$ cat config.mk
export PLATFORM = sky130hd
export DESIGN_NAME = rcause_reg
export DESIGN_NICKNAME = d
export VERILOG_FILES = /design/src/rtl/rcause_pkg.sv /design/src/rtl/rcause_rst_sync.sv /design/src/rtl/rcause_event_map.sv /design/src/rtl/rcause_flag_cell.sv /design/src/rtl/rcause_reg.sv
export SDC_FILE = /design/constraint.sdc
export NUM_CORES = 1
export LEC_CHECK = 0
export BUFFER_PORTS_ARGS = -buffer_cell sky130_fd_sc_hd__buf_4
export CORE_MARGIN = 5
export CORE_UTILIZATION = 30
export DETAILED_ROUTE_END_ITERATION = 8
export MAX_ROUTING_LAYER = met4
export PLACE_DENSITY = 0.83
export SYNTH_ARGS = -nofsm -noshare
export SYNTH_HDL_FRONTEND = slang
export SYNTH_SLANG_ARGS = --single-unit
export TNS_END_PERCENT = 10
$ cat constraint.sdc
create_clock -name clk -period 0.8 [get_ports clk]
set_input_delay 0.04 -clock clk [delete_from_list [all_inputs] [get_ports clk]]
set_output_delay 0.04 -clock clk [all_outputs]
set_load 0.005 [all_outputs]
$ cat src/rtl/rcause_pkg.sv
package rcause_pkg;
  localparam int unsigned BIT_POR   = 0;
  localparam int unsigned BIT_BOR   = 1;
  localparam int unsigned BIT_IDLE  = 2;
  localparam int unsigned BIT_SLEEP = 3;
  localparam int unsigned BIT_WDT   = 4;
  localparam int unsigned BIT_SWR   = 6;
  localparam int unsigned BIT_EXTR  = 7;
  localparam int unsigned BIT_CFG   = 9;
  localparam int unsigned MIN_WIDTH = 10;

  function automatic bit is_flag(int unsigned b);
    return (b == BIT_POR) || (b == BIT_BOR) || (b == BIT_IDLE) ||
           (b == BIT_SLEEP) || (b == BIT_WDT) || (b == BIT_SWR) ||
           (b == BIT_EXTR) || (b == BIT_CFG);
  endfunction

  function automatic bit is_power_flag(int unsigned b);
    return (b == BIT_POR) || (b == BIT_BOR);
  endfunction
endpackage

$ cat src/rtl/rcause_rst_sync.sv
module rcause_rst_sync #(
  parameter int unsigned STAGES = 2
) (
  input  logic clk,
  input  logic rst_n,
  output logic rst_sync_n
);
  logic [STAGES-1:0] sync_q;
  logic [STAGES-1:0] sync_d;

  always_comb sync_d = {sync_q[STAGES-2:0], 1'b1};

  always_ff @(posedge clk or negedge rst_n) begin
    if (!rst_n) sync_q <= '0;
    else        sync_q <= sync_d;
  end

  assign rst_sync_n = sync_q[STAGES-1];
endmodule

$ cat src/rtl/rcause_event_map.sv
module rcause_event_map
  import rcause_pkg::*;
#(
  parameter int unsigned WIDTH = 32
) (
  input  logic             ev_por,
  input  logic             ev_bor,
  input  logic             ev_extr,
  input  logic             ev_swr,
  input  logic             ev_cfgmm,
  input  logic             ev_wdt,
  input  logic             ev_wait,
  input  logic             wait_sleep,
  output logic [WIDTH-1:0] hw_set,
  output logic             pwr_clr
);
  always_comb begin
    hw_set            = '0;
    hw_set[BIT_POR]   = ev_por;
    hw_set[BIT_BOR]   = ev_por | ev_bor;
    hw_set[BIT_IDLE]  = ev_wait & ~wait_sleep;
    hw_set[BIT_SLEEP] = ev_wait & wait_sleep;
    hw_set[BIT_WDT]   = ev_wdt;
    hw_set[BIT_SWR]   = ev_swr;
    hw_set[BIT_EXTR]  = ev_extr;
    hw_set[BIT_CFG]   = ev_cfgmm;
    pwr_clr           = ev_por | ev_bor;
  end
endmodule

$ cat src/rtl/rcause_flag_cell.sv
module rcause_flag_cell #(
  parameter bit KEEP_ON_POWER = 1'b0
) (
  input  logic clk,
  input  logic rst_n,
  input  logic set_i,
  input  logic pwr_clr_i,
  input  logic we_i,
  input  logic wd_i,
  output logic q_o
);
  logic q_d;
  logic q_en;

  // priority: software value, then power clear, then hardware set
  always_comb begin
    q_d = q_o;
    if (we_i) q_d = wd_i;
    if (pwr_clr_i && !KEEP_ON_POWER) q_d = 1'b0;
    if (set_i) q_d = 1'b1;
    q_en = we_i | set_i | pwr_clr_i;
  end

  always_ff @(posedge clk or negedge rst_n) begin
    if (!rst_n)    q_o <= 1'b0;
    else if (q_en) q_o <= q_d;
  end


  set_wins_chk: assert property (@(posedge clk) disable iff (!rst_n)
    set_i |=> q_o);


  hold_chk: assert property (@(posedge clk) disable iff (!rst_n)
    !(set_i || pwr_clr_i || we_i) |=> $stable(q_o));

  generate
    if (KEEP_ON_POWER) begin : g_keep

      power_keep_chk: assert property (@(posedge clk) disable iff (!rst_n)
        (pwr_clr_i && !we_i && q_o) |=> q_o);
    end else begin : g_wipe

      power_wipe_chk: assert property (@(posedge clk) disable iff (!rst_n)
        (pwr_clr_i && !set_i) |=> !q_o);
    end
  endgenerate
endmodule

$ cat src/rtl/rcause_reg.sv
module rcause_reg
  import rcause_pkg::*;
#(
  parameter int unsigned WIDTH = 32
) (
  input  logic             clk,
  input  logic             rst_n,
  input  logic             ev_por,
  input  logic             ev_bor,
  input  logic             ev_extr,
  input  logic             ev_swr,
  input  logic             ev_cfgmm,
  input  logic             ev_wdt,
  input  logic             ev_wait,
  input  logic             wait_sleep,
  input  logic             wr_en,
  input  logic [WIDTH-1:0] wr_data,
  output logic [WIDTH-1:0] status_o
);
  logic             rst_q_n;
  logic [WIDTH-1:0] hw_set;
  logic             pwr_clr;

  rcause_rst_sync #(.STAGES(2)) u_rst_sync (
    .clk        (clk),
    .rst_n      (rst_n),
    .rst_sync_n (rst_q_n)
  );

  rcause_event_map #(.WIDTH(WIDTH)) u_event_map (
    .ev_por     (ev_por),
    .ev_bor     (ev_bor),
    .ev_extr    (ev_extr),
    .ev_swr     (ev_swr),
    .ev_cfgmm   (ev_cfgmm),
    .ev_wdt     (ev_wdt),
    .ev_wait    (ev_wait),
    .wait_sleep (wait_sleep),
    .hw_set     (hw_set),
    .pwr_clr    (pwr_clr)
  );

  generate
    for (genvar i = 0; i < WIDTH; i++) begin : g_bit
      if (is_flag(i)) begin : g_flag
        rcause_flag_cell #(.KEEP_ON_POWER(is_power_flag(i))) u_cell (
          .clk       (clk),
          .rst_n     (rst_q_n),
          .set_i     (hw_set[i]),
          .pwr_clr_i (pwr_clr),
          .we_i      (wr_en),
          .wd_i      (wr_data[i]),
          .q_o       (status_o[i])
        );
      end else begin : g_none
        logic unused_wr_bit;
        assign unused_wr_bit = wr_data[i];
        assign status_o[i]   = 1'b0;
      end
    end
  endgenerate


  por_sets_chk: assert property (@(posedge clk) disable iff (!rst_q_n)
    ev_por |=> (status_o[BIT_POR] && status_o[BIT_BOR]));


  wait_sleep_chk: assert property (@(posedge clk) disable iff (!rst_q_n)
    (ev_wait && wait_sleep) |=> status_o[BIT_SLEEP]);


  wait_idle_chk: assert property (@(posedge clk) disable iff (!rst_q_n)
    (ev_wait && !wait_sleep) |=> status_o[BIT_IDLE]);
endmodule

==> results.toml, run 1 <==
[clock_network]
clkSinkCount = 10
cts_tree = "built"
clk_path_buf_depth = 2
cts_root_buf = "clkbuf_4"
clk_latency_ns = 0.26
clk_pin_slew_ns = 0.06
htreeDepth = 1
cts_made_buffers = 3
cts_setup_buffers = 0

[sta]
final.period_utilization_pct = 108
tns_ns = -0.122
setup_ws_ns = -0.0618
finalCriticalPeriod_ns = 0.862
rsz0062_at_grt = "true"
timing.fmax_mhz = 1160
hold_viol = 2
slew_viol_final = 0
finalSetupViolCount = 8
clock_skew_ns = 0.00423
whs_ns = -0.0196

[power]
power_density_nw_per_um2 = 1450
swShare_pct = 22.0
pwr-share-comb_pct = 20.2
clockPowerShare_pct = 34.6
ir_drop_mv = 1.07
p_int_mw = 0.972
p_leak_nw = 0.447
p_total_mw = 1.25
seq_power_share_pct = 45.3
p_switching_mw = 0.274

[placed_design]
dpl.hpwl_um = 1030
dp_slack_ns = -0.0546
dp.cells = 109
io_buffer_count = 26
gp_congestion = 0.585

[grt]
grt_overflow_total = 0
grt_start_max_net_pins = 11
grt_pass1_wl_um = 1710
first_global_vias = 413
antenna_found_initial = 0
grt_util_all_layers_pct = 6.94

[worst_setup_path]
critPathMaxStageDelay_ns = 0.37
crit_family = "flip-flops"
path_cells = "nor2b_1 > a211o_2"
worst-path-buf-inv = 0
cp_slowest_cell = "dfrtp_1"
crit_type = "register to register"
crit_required_ns = 0.94
worstSetupEndpointType = "register"
worstPathArrival_ns = 1.00
worstSetupStartpointType = "register"
crit_fanout = 2

[floorplan]
die_area_um2 = 3250
die_w_um = 57.0
ios = 75
start_util_pct = 30.6
die_h_um = 57.0
num_rows = 17
core_area_um2 = 2170

[cells_and_area]
synthToLayoutAreaGrowth_pct = 29.2
layoutNonFillerInstCount = 120
utilization_pct = 39.5
drive_above_1_share_pct = 34.8
num_antenna_cells = 0
nFillCells = 233
nets = 136

[detailed_routing]
vias = 427
drtAntennaViolNets = 0
routed_wirelength_um = 1200
dr.first_iter.drc_count = 0
drt-vias-per-instance = 3.56
wire_per_inst_um = 10.0
dr.pass1.iters = 1
post-route-drc-count = 0

[synthesis]
yosysSeqAreaShare_pct = 37.7
ys_ff_latch = 10
postSynthAreaPerCell_um2 = 10.2
yosysWarnings = 0
syn_area_um2 = 663
ys_types = 14
syn_inst = 65

[job]
maxCapViolCount = 0

[run_status]
violations = "hold timing, setup timing"
status = "complete, but fails checks"

[min_path]
hold_class = "input pin to register"
power by group through the flow:
| stage | sequential, mW | combinational (mW) | clock, mW |
|---|---|---|---|
| after CTS | 0.565 | 0.249 | 0.456 |
| after global placement | 0.568 | 0.208 | 0 |
| after global routing | 0.568 | 0.276 | 0.484 |
| after floorplan | 0.563 | 0.219 | 0 |
| after detailed placement | 0.570 | 0.213 | 0 |
| final | 0.564 | 0.251 | 0.431 |
path summary, 6_finish.rpt:
check | startpoint | to | slack, ns | cells past startpoint
max in group asynchronous | u_rst_sync.sync_q[1]$_DFF_PN0_ | g_bit[1].g_flag.u_cell.q_o$_DFFE_PN0P_ | 0.43 | 0
setup reg to reg | g_bit[0].g_flag.u_cell.q_o$_DFFE_PN0P_ | g_bit[0].g_flag.u_cell.q_o$_DFFE_PN0P_ | -0.06 | 2
hold reg to reg | u_rst_sync.sync_q[1]$_DFF_PN0_ | g_bit[7].g_flag.u_cell.q_o$_DFFE_PN0P_ | 0.13 | 0
setup / recovery | g_bit[0].g_flag.u_cell.q_o$_DFFE_PN0P_ | g_bit[0].g_flag.u_cell.q_o$_DFFE_PN0P_ | -0.06 | 2
hold / removal | ev_por | g_bit[0].g_flag.u_cell.q_o$_DFFE_PN0P_ | -0.02 | 2
min in group asynchronous | rst_n | u_rst_sync.sync_q[1]$_DFF_PN0_ | 0.10 | 2
registers in the layout (all words and copies together) (netlist names):
signal	cells
g_bit.g_flag.u_cell.q_o	8
u_rst_sync.sync_q	2
layout by cell type, fill, tap and decap left out, types with 2 or more instances in the layout:
master	count
dfrtp_1	10
dlygate4sd3_1	7
nor2b_1	2
buf_4	21
conb_1	25
o21bai_1	4
mux2i_1	6
clkbuf_4	3
buf_6	6
area by class of cell:
| cell class | count | area [µm²] | share of cell area (%) |
|---|---|---|---|
| multi-input combinational | 43 | 236 | 27.6 |
| clock buffer | 4 | 36.3 | 4.23 |
| sequential | 10 | 250 | 29.2 |
| inverter | 1 | 3.75 | 0.438 |
| tap | 28 | 35.0 | 4.09 |
| timing repair buffer | 34 | 295 | 34.5 |
per-stage QoR:
stage	cell area, µm²	hold slack [ns]
finish	857	-0.0196
global route	857	-0.0392
CTS	847	-0.0281
detailed placement	728	-0.175
global placement	728	-0.176
floorplan	749	-0.256
cells by family after synthesis:
kind of cell | count (synthesis) | synth area share (%)
other | 2 | 1.13
AO/OA/AOI/OAI | 8 | 9.06
flip-flops | 10 | 37.7
multiplexers | 6 | 9.06
AND/OR/NAND/NOR | 4 | 3.40
buffers and inverters | 35 | 39.6
routing by layer:
metal / wire (µm) / global-route usage (%) / vias up
met3: 198 / 4.75 / 0
li1: - / - / 206
met1: 361 / 6.13 / 190
met5: 0 / - / -
met4: 0 / 0.993 / 0
met2: 644 / 12.4 / 31
synthesized netlist by cell type (all sizes together):
master / count / area, µm²
inv: 1 / 3.75
conb: 2 / 7.51
o21bai: 4 / 30.0
o21ai: 1 / 5.00
or2: 1 / 6.26
a211o: 2 / 18.8
nor2b: 2 / 12.5
buf: 34 / 259
mux2i: 6 / 60.1
dfrtp: 10 / 250
o22ai: 1 / 6.26
nand2: 1 / 3.75
timing repair:
item / in CTS / in global routing
hold endpoints to repair: 9 / 3
setup endpoints to repair: 10 / 10
gates resized for setup: 6 / 0
hold buffers: 6 / 1
pin swaps: 0 / 0
Power figures use the tool's default switching activity.
==> run 2: changes to the inputs <==
--- a/config.mk
+++ b/config.mk
@@ -5,12 +5,13 @@
 export SDC_FILE = /design/constraint.sdc
 export NUM_CORES = 1
 export LEC_CHECK = 0
+export ABC_AREA = 1
 export BUFFER_PORTS_ARGS = -buffer_cell sky130_fd_sc_hd__buf_4
 export CORE_MARGIN = 5
 export CORE_UTILIZATION = 30
 export DETAILED_ROUTE_END_ITERATION = 8
 export MAX_ROUTING_LAYER = met4
-export PLACE_DENSITY = 0.83
+export PLACE_DENSITY = 0.8
 export SYNTH_ARGS = -nofsm -noshare
 export SYNTH_HDL_FRONTEND = slang
 export SYNTH_SLANG_ARGS = --single-unit
==> constraint.sdc (replaced) <==
create_clock -name clk -period 0.92 [get_ports clk]
set_input_delay 0.046 -clock clk [delete_from_list [all_inputs] [get_ports clk]]
set_output_delay 0.046 -clock clk [all_outputs]
set_load 0.005 [all_outputs]
==> run 2 against run 1 <==
- the flow now finishes without violations
- via count rose by 22%
- sequential cell count did not move
- cell count rose by 26%
- first-iteration DRC count rose by 5
- core utilization fell by 0.10 points
- routed wire length rose by 13%
- total power fell by 20%
- final area rose by 3.6%
- largest power group unchanged
- highest routed layer unchanged
==> results.toml, run 2 <==
[sta]
slew_viol_final = 0
rsz0062_at_grt = "false"
clock_skew_ns = 0.000869
finalCriticalPeriod_ns = 0.826
finalSetupViolCount = 0
timing.fmax_mhz = 1210
hold_viol = 0
final.period_utilization_pct = 89.8
tns_ns = 0

[clock_network]
htreeDepth = 1
clk_latency_ns = 0.25
hold_buffers = 8
clkSinkCount = 10
clk_path_buf_depth = 2
cts_tree = "built"
cts_made_buffers = 3
clk_pin_slew_ns = 0.06
cts_root_buf = "clkbuf_4"
ctsResizeCount = 0
cts_setup_buffers = 0

[cells_and_area]
top_regs = "g_bit.g_flag.u_cell.q_o (8), u_rst_sync.sync_q (2)"
synthToLayoutAreaGrowth_pct = 23.3
multi_input_area_um2 = 235
max_flop_register = "g_bit.g_flag.u_cell.q_o"
drive_above_1_share_pct = 28.5
nets = 168
num_antenna_cells = 0
largest_reg_flops = 8
nFillCells = 255
ff_latch_area_um2 = 250
final_cell_mix = "buf_4 (26), conb_1 (25), nand2_1 (24), inv_1 (13), dfrtp_1 (10)"
final_common_cell = "buf_4"

[grt]
first_global_vias = 462
grt_overflow_total = 0
antenna_found_initial = 0
grt_pass1_wl_um = 1950
grt_util_all_layers_pct = 7.79
grt_start_max_net_pins = 10

[placed_design]
dpl.hpwl_um = 1100
gp_congestion = 0.702
io_buffer_count = 26

[synthesis]
yosysSeqAreaShare_pct = 34.7
syn_area_um2 = 721
syn_inst = 96
synth_commonest_cells = "buf_4 (32), nand2_1 (24), inv_1 (13), dfrtp_1 (10), nand3_1 (7)"
ys_ff_latch = 10
ys_types = 11
synth_most_common_cell = "buf_4"
synth_edf_count = 0
synthFlopType = "dfrtp_1"
async_reset_ff_share_pct = 100
synthTopCellsByArea = "dfrtp_1 (35%), buf_4 (33%), nand2_1 (13%), inv_1 (6.8%), nand3_1 (4.9%)"
postSynthAreaPerCell_um2 = 7.51
synth_largest_area_cell = "dfrtp_1"
yosysWarnings = 0
synth_top_area_share_pct = 34.7

[floorplan]
die_w_um = 59.0
start_util_pct = 32.0
ios = 75
die_area_um2 = 3480
num_rows = 17
die_h_um = 59.0
core_area_um2 = 2250

[detailed_routing]
post-route-drc-count = 0
drtAntennaViolNets = 0
vias = 519
wire_per_inst_um = 9.02
dr.pass1.iters = 4
dr.first_iter.drc_count = 5
drt-vias-per-instance = 3.44
routed_wirelength_um = 1360

[worst_setup_path]
worstSetupStartpointType = "register"
worstPathArrival_ns = 0.78
crit_fanout = 2
crit_type = "register to output port"
worst-path-buf-inv = 1
worstSetupEndpointType = "output port"
path_cells = "buf_4"
crit_required_ns = 0.87
crit_family = "flip-flops"
cp_slowest_cell = "dfrtp_1"
critPathMaxStageDelay_ns = 0.39

[power]
clockPowerShare_pct = 27.7
p_int_mw = 0.744
pwr-share-comb_pct = 23.1
seq_power_share_pct = 49.2
p_switching_mw = 0.251
p_leak_nw = 0.533
p_total_mw = 0.995
swShare_pct = 25.2
ir_drop_mv = 1.05
power_density_nw_per_um2 = 1120

[run_status]
status = "finished clean"

[min_path]
hold_class = "input pin to register"

[job]
maxCapViolCount = 0
run 2: cell types whose count changed after synthesis, moves of 2 or more:
cell	before	now
o21bai_1	4	0
inv_2	0	4
inv_1	1	13
nand3_1	0	7
mux2i_1	6	0
nor2b_1	2	0
nand2_1	1	24
run 2: kinds of logic after synthesis:
family | after synthesis | synth area share (%)
and+or+nand+nor | 32 | 18.9
buffers and inverters | 51 | 44.6
other | 2 | 1.04
AOI/OAI and AO/OA | 1 | 0.694
DFF | 10 | 34.7
run 2: path summary, 6_finish.rpt:
path / startpoint / end / slack (ns) / cells after the start
hold / removal: wr_data[1] / g_bit[1].g_flag.u_cell.q_o$_DFFE_PN0P_ / 0.009 / 3
setup reg to reg: g_bit[6].g_flag.u_cell.q_o$_DFFE_PN0P_ / g_bit[6].g_flag.u_cell.q_o$_DFFE_PN0P_ / 0.22 / 4
max in group asynchronous: u_rst_sync.sync_q[1]$_DFF_PN0_ / g_bit[0].g_flag.u_cell.q_o$_DFFE_PN0P_ / 0.55 / 0
hold reg to reg: u_rst_sync.sync_q[1]$_DFF_PN0_ / g_bit[2].g_flag.u_cell.q_o$_DFFE_PN0P_ / 0.13 / 0
min in group asynchronous: rst_n / u_rst_sync.sync_q[0]$_DFF_PN0_ / 0.11 / 2
setup / recovery: g_bit[6].g_flag.u_cell.q_o$_DFFE_PN0P_ / status_o[6] / 0.09 / 1
run 2: power by group through the flow:
stage	Clock [mW]	Sequential (mW)	Combinational, mW
6_report	0.276	0.489	0.229
3_5_place_dp	0	0.499	0.203
2_1_floorplan	0	0.493	0.201
3_3_place_gp	0	0.497	0.200
5_1_grt	0.330	0.494	0.260
4_1_cts	0.299	0.491	0.230
run 2: area by class of cell:
cell class / instances / share of cell area, %
timing repair buffer: 34 / 31.0
sequential: 10 / 28.2
multi-input combinational: 58 / 26.5
inverter: 18 / 7.89
tap: 28 / 3.94
clock buffer: 3 / 2.54
run 2: through the flow:
step                      cell area [µm²]  instances  hold WS, ns  util (%)  worst slack [ns]
final                                 888        151      0.00938      39.4            0.0936
after global routing                  888        151       0.0157      39.4            0.0495
after CTS                             888        151     0.000719      39.4            0.0784
after floorplan                       807        119       -0.250         -             0.267
after global placement                786        140       -0.170      34.9             0.244
after detailed placement              786        140       -0.170      34.9             0.217
run 2: per-layer routing:
metal | GRT usage [%] | up-vias | routed length [µm]
met5 | - | - | 0
met4 | 0 | 0 | 0
met3 | 4.14 | 0 | 158
met2 | 14.4 | 26 | 681
met1 | 7.69 | 220 | 522
li1 | - | 273 | -
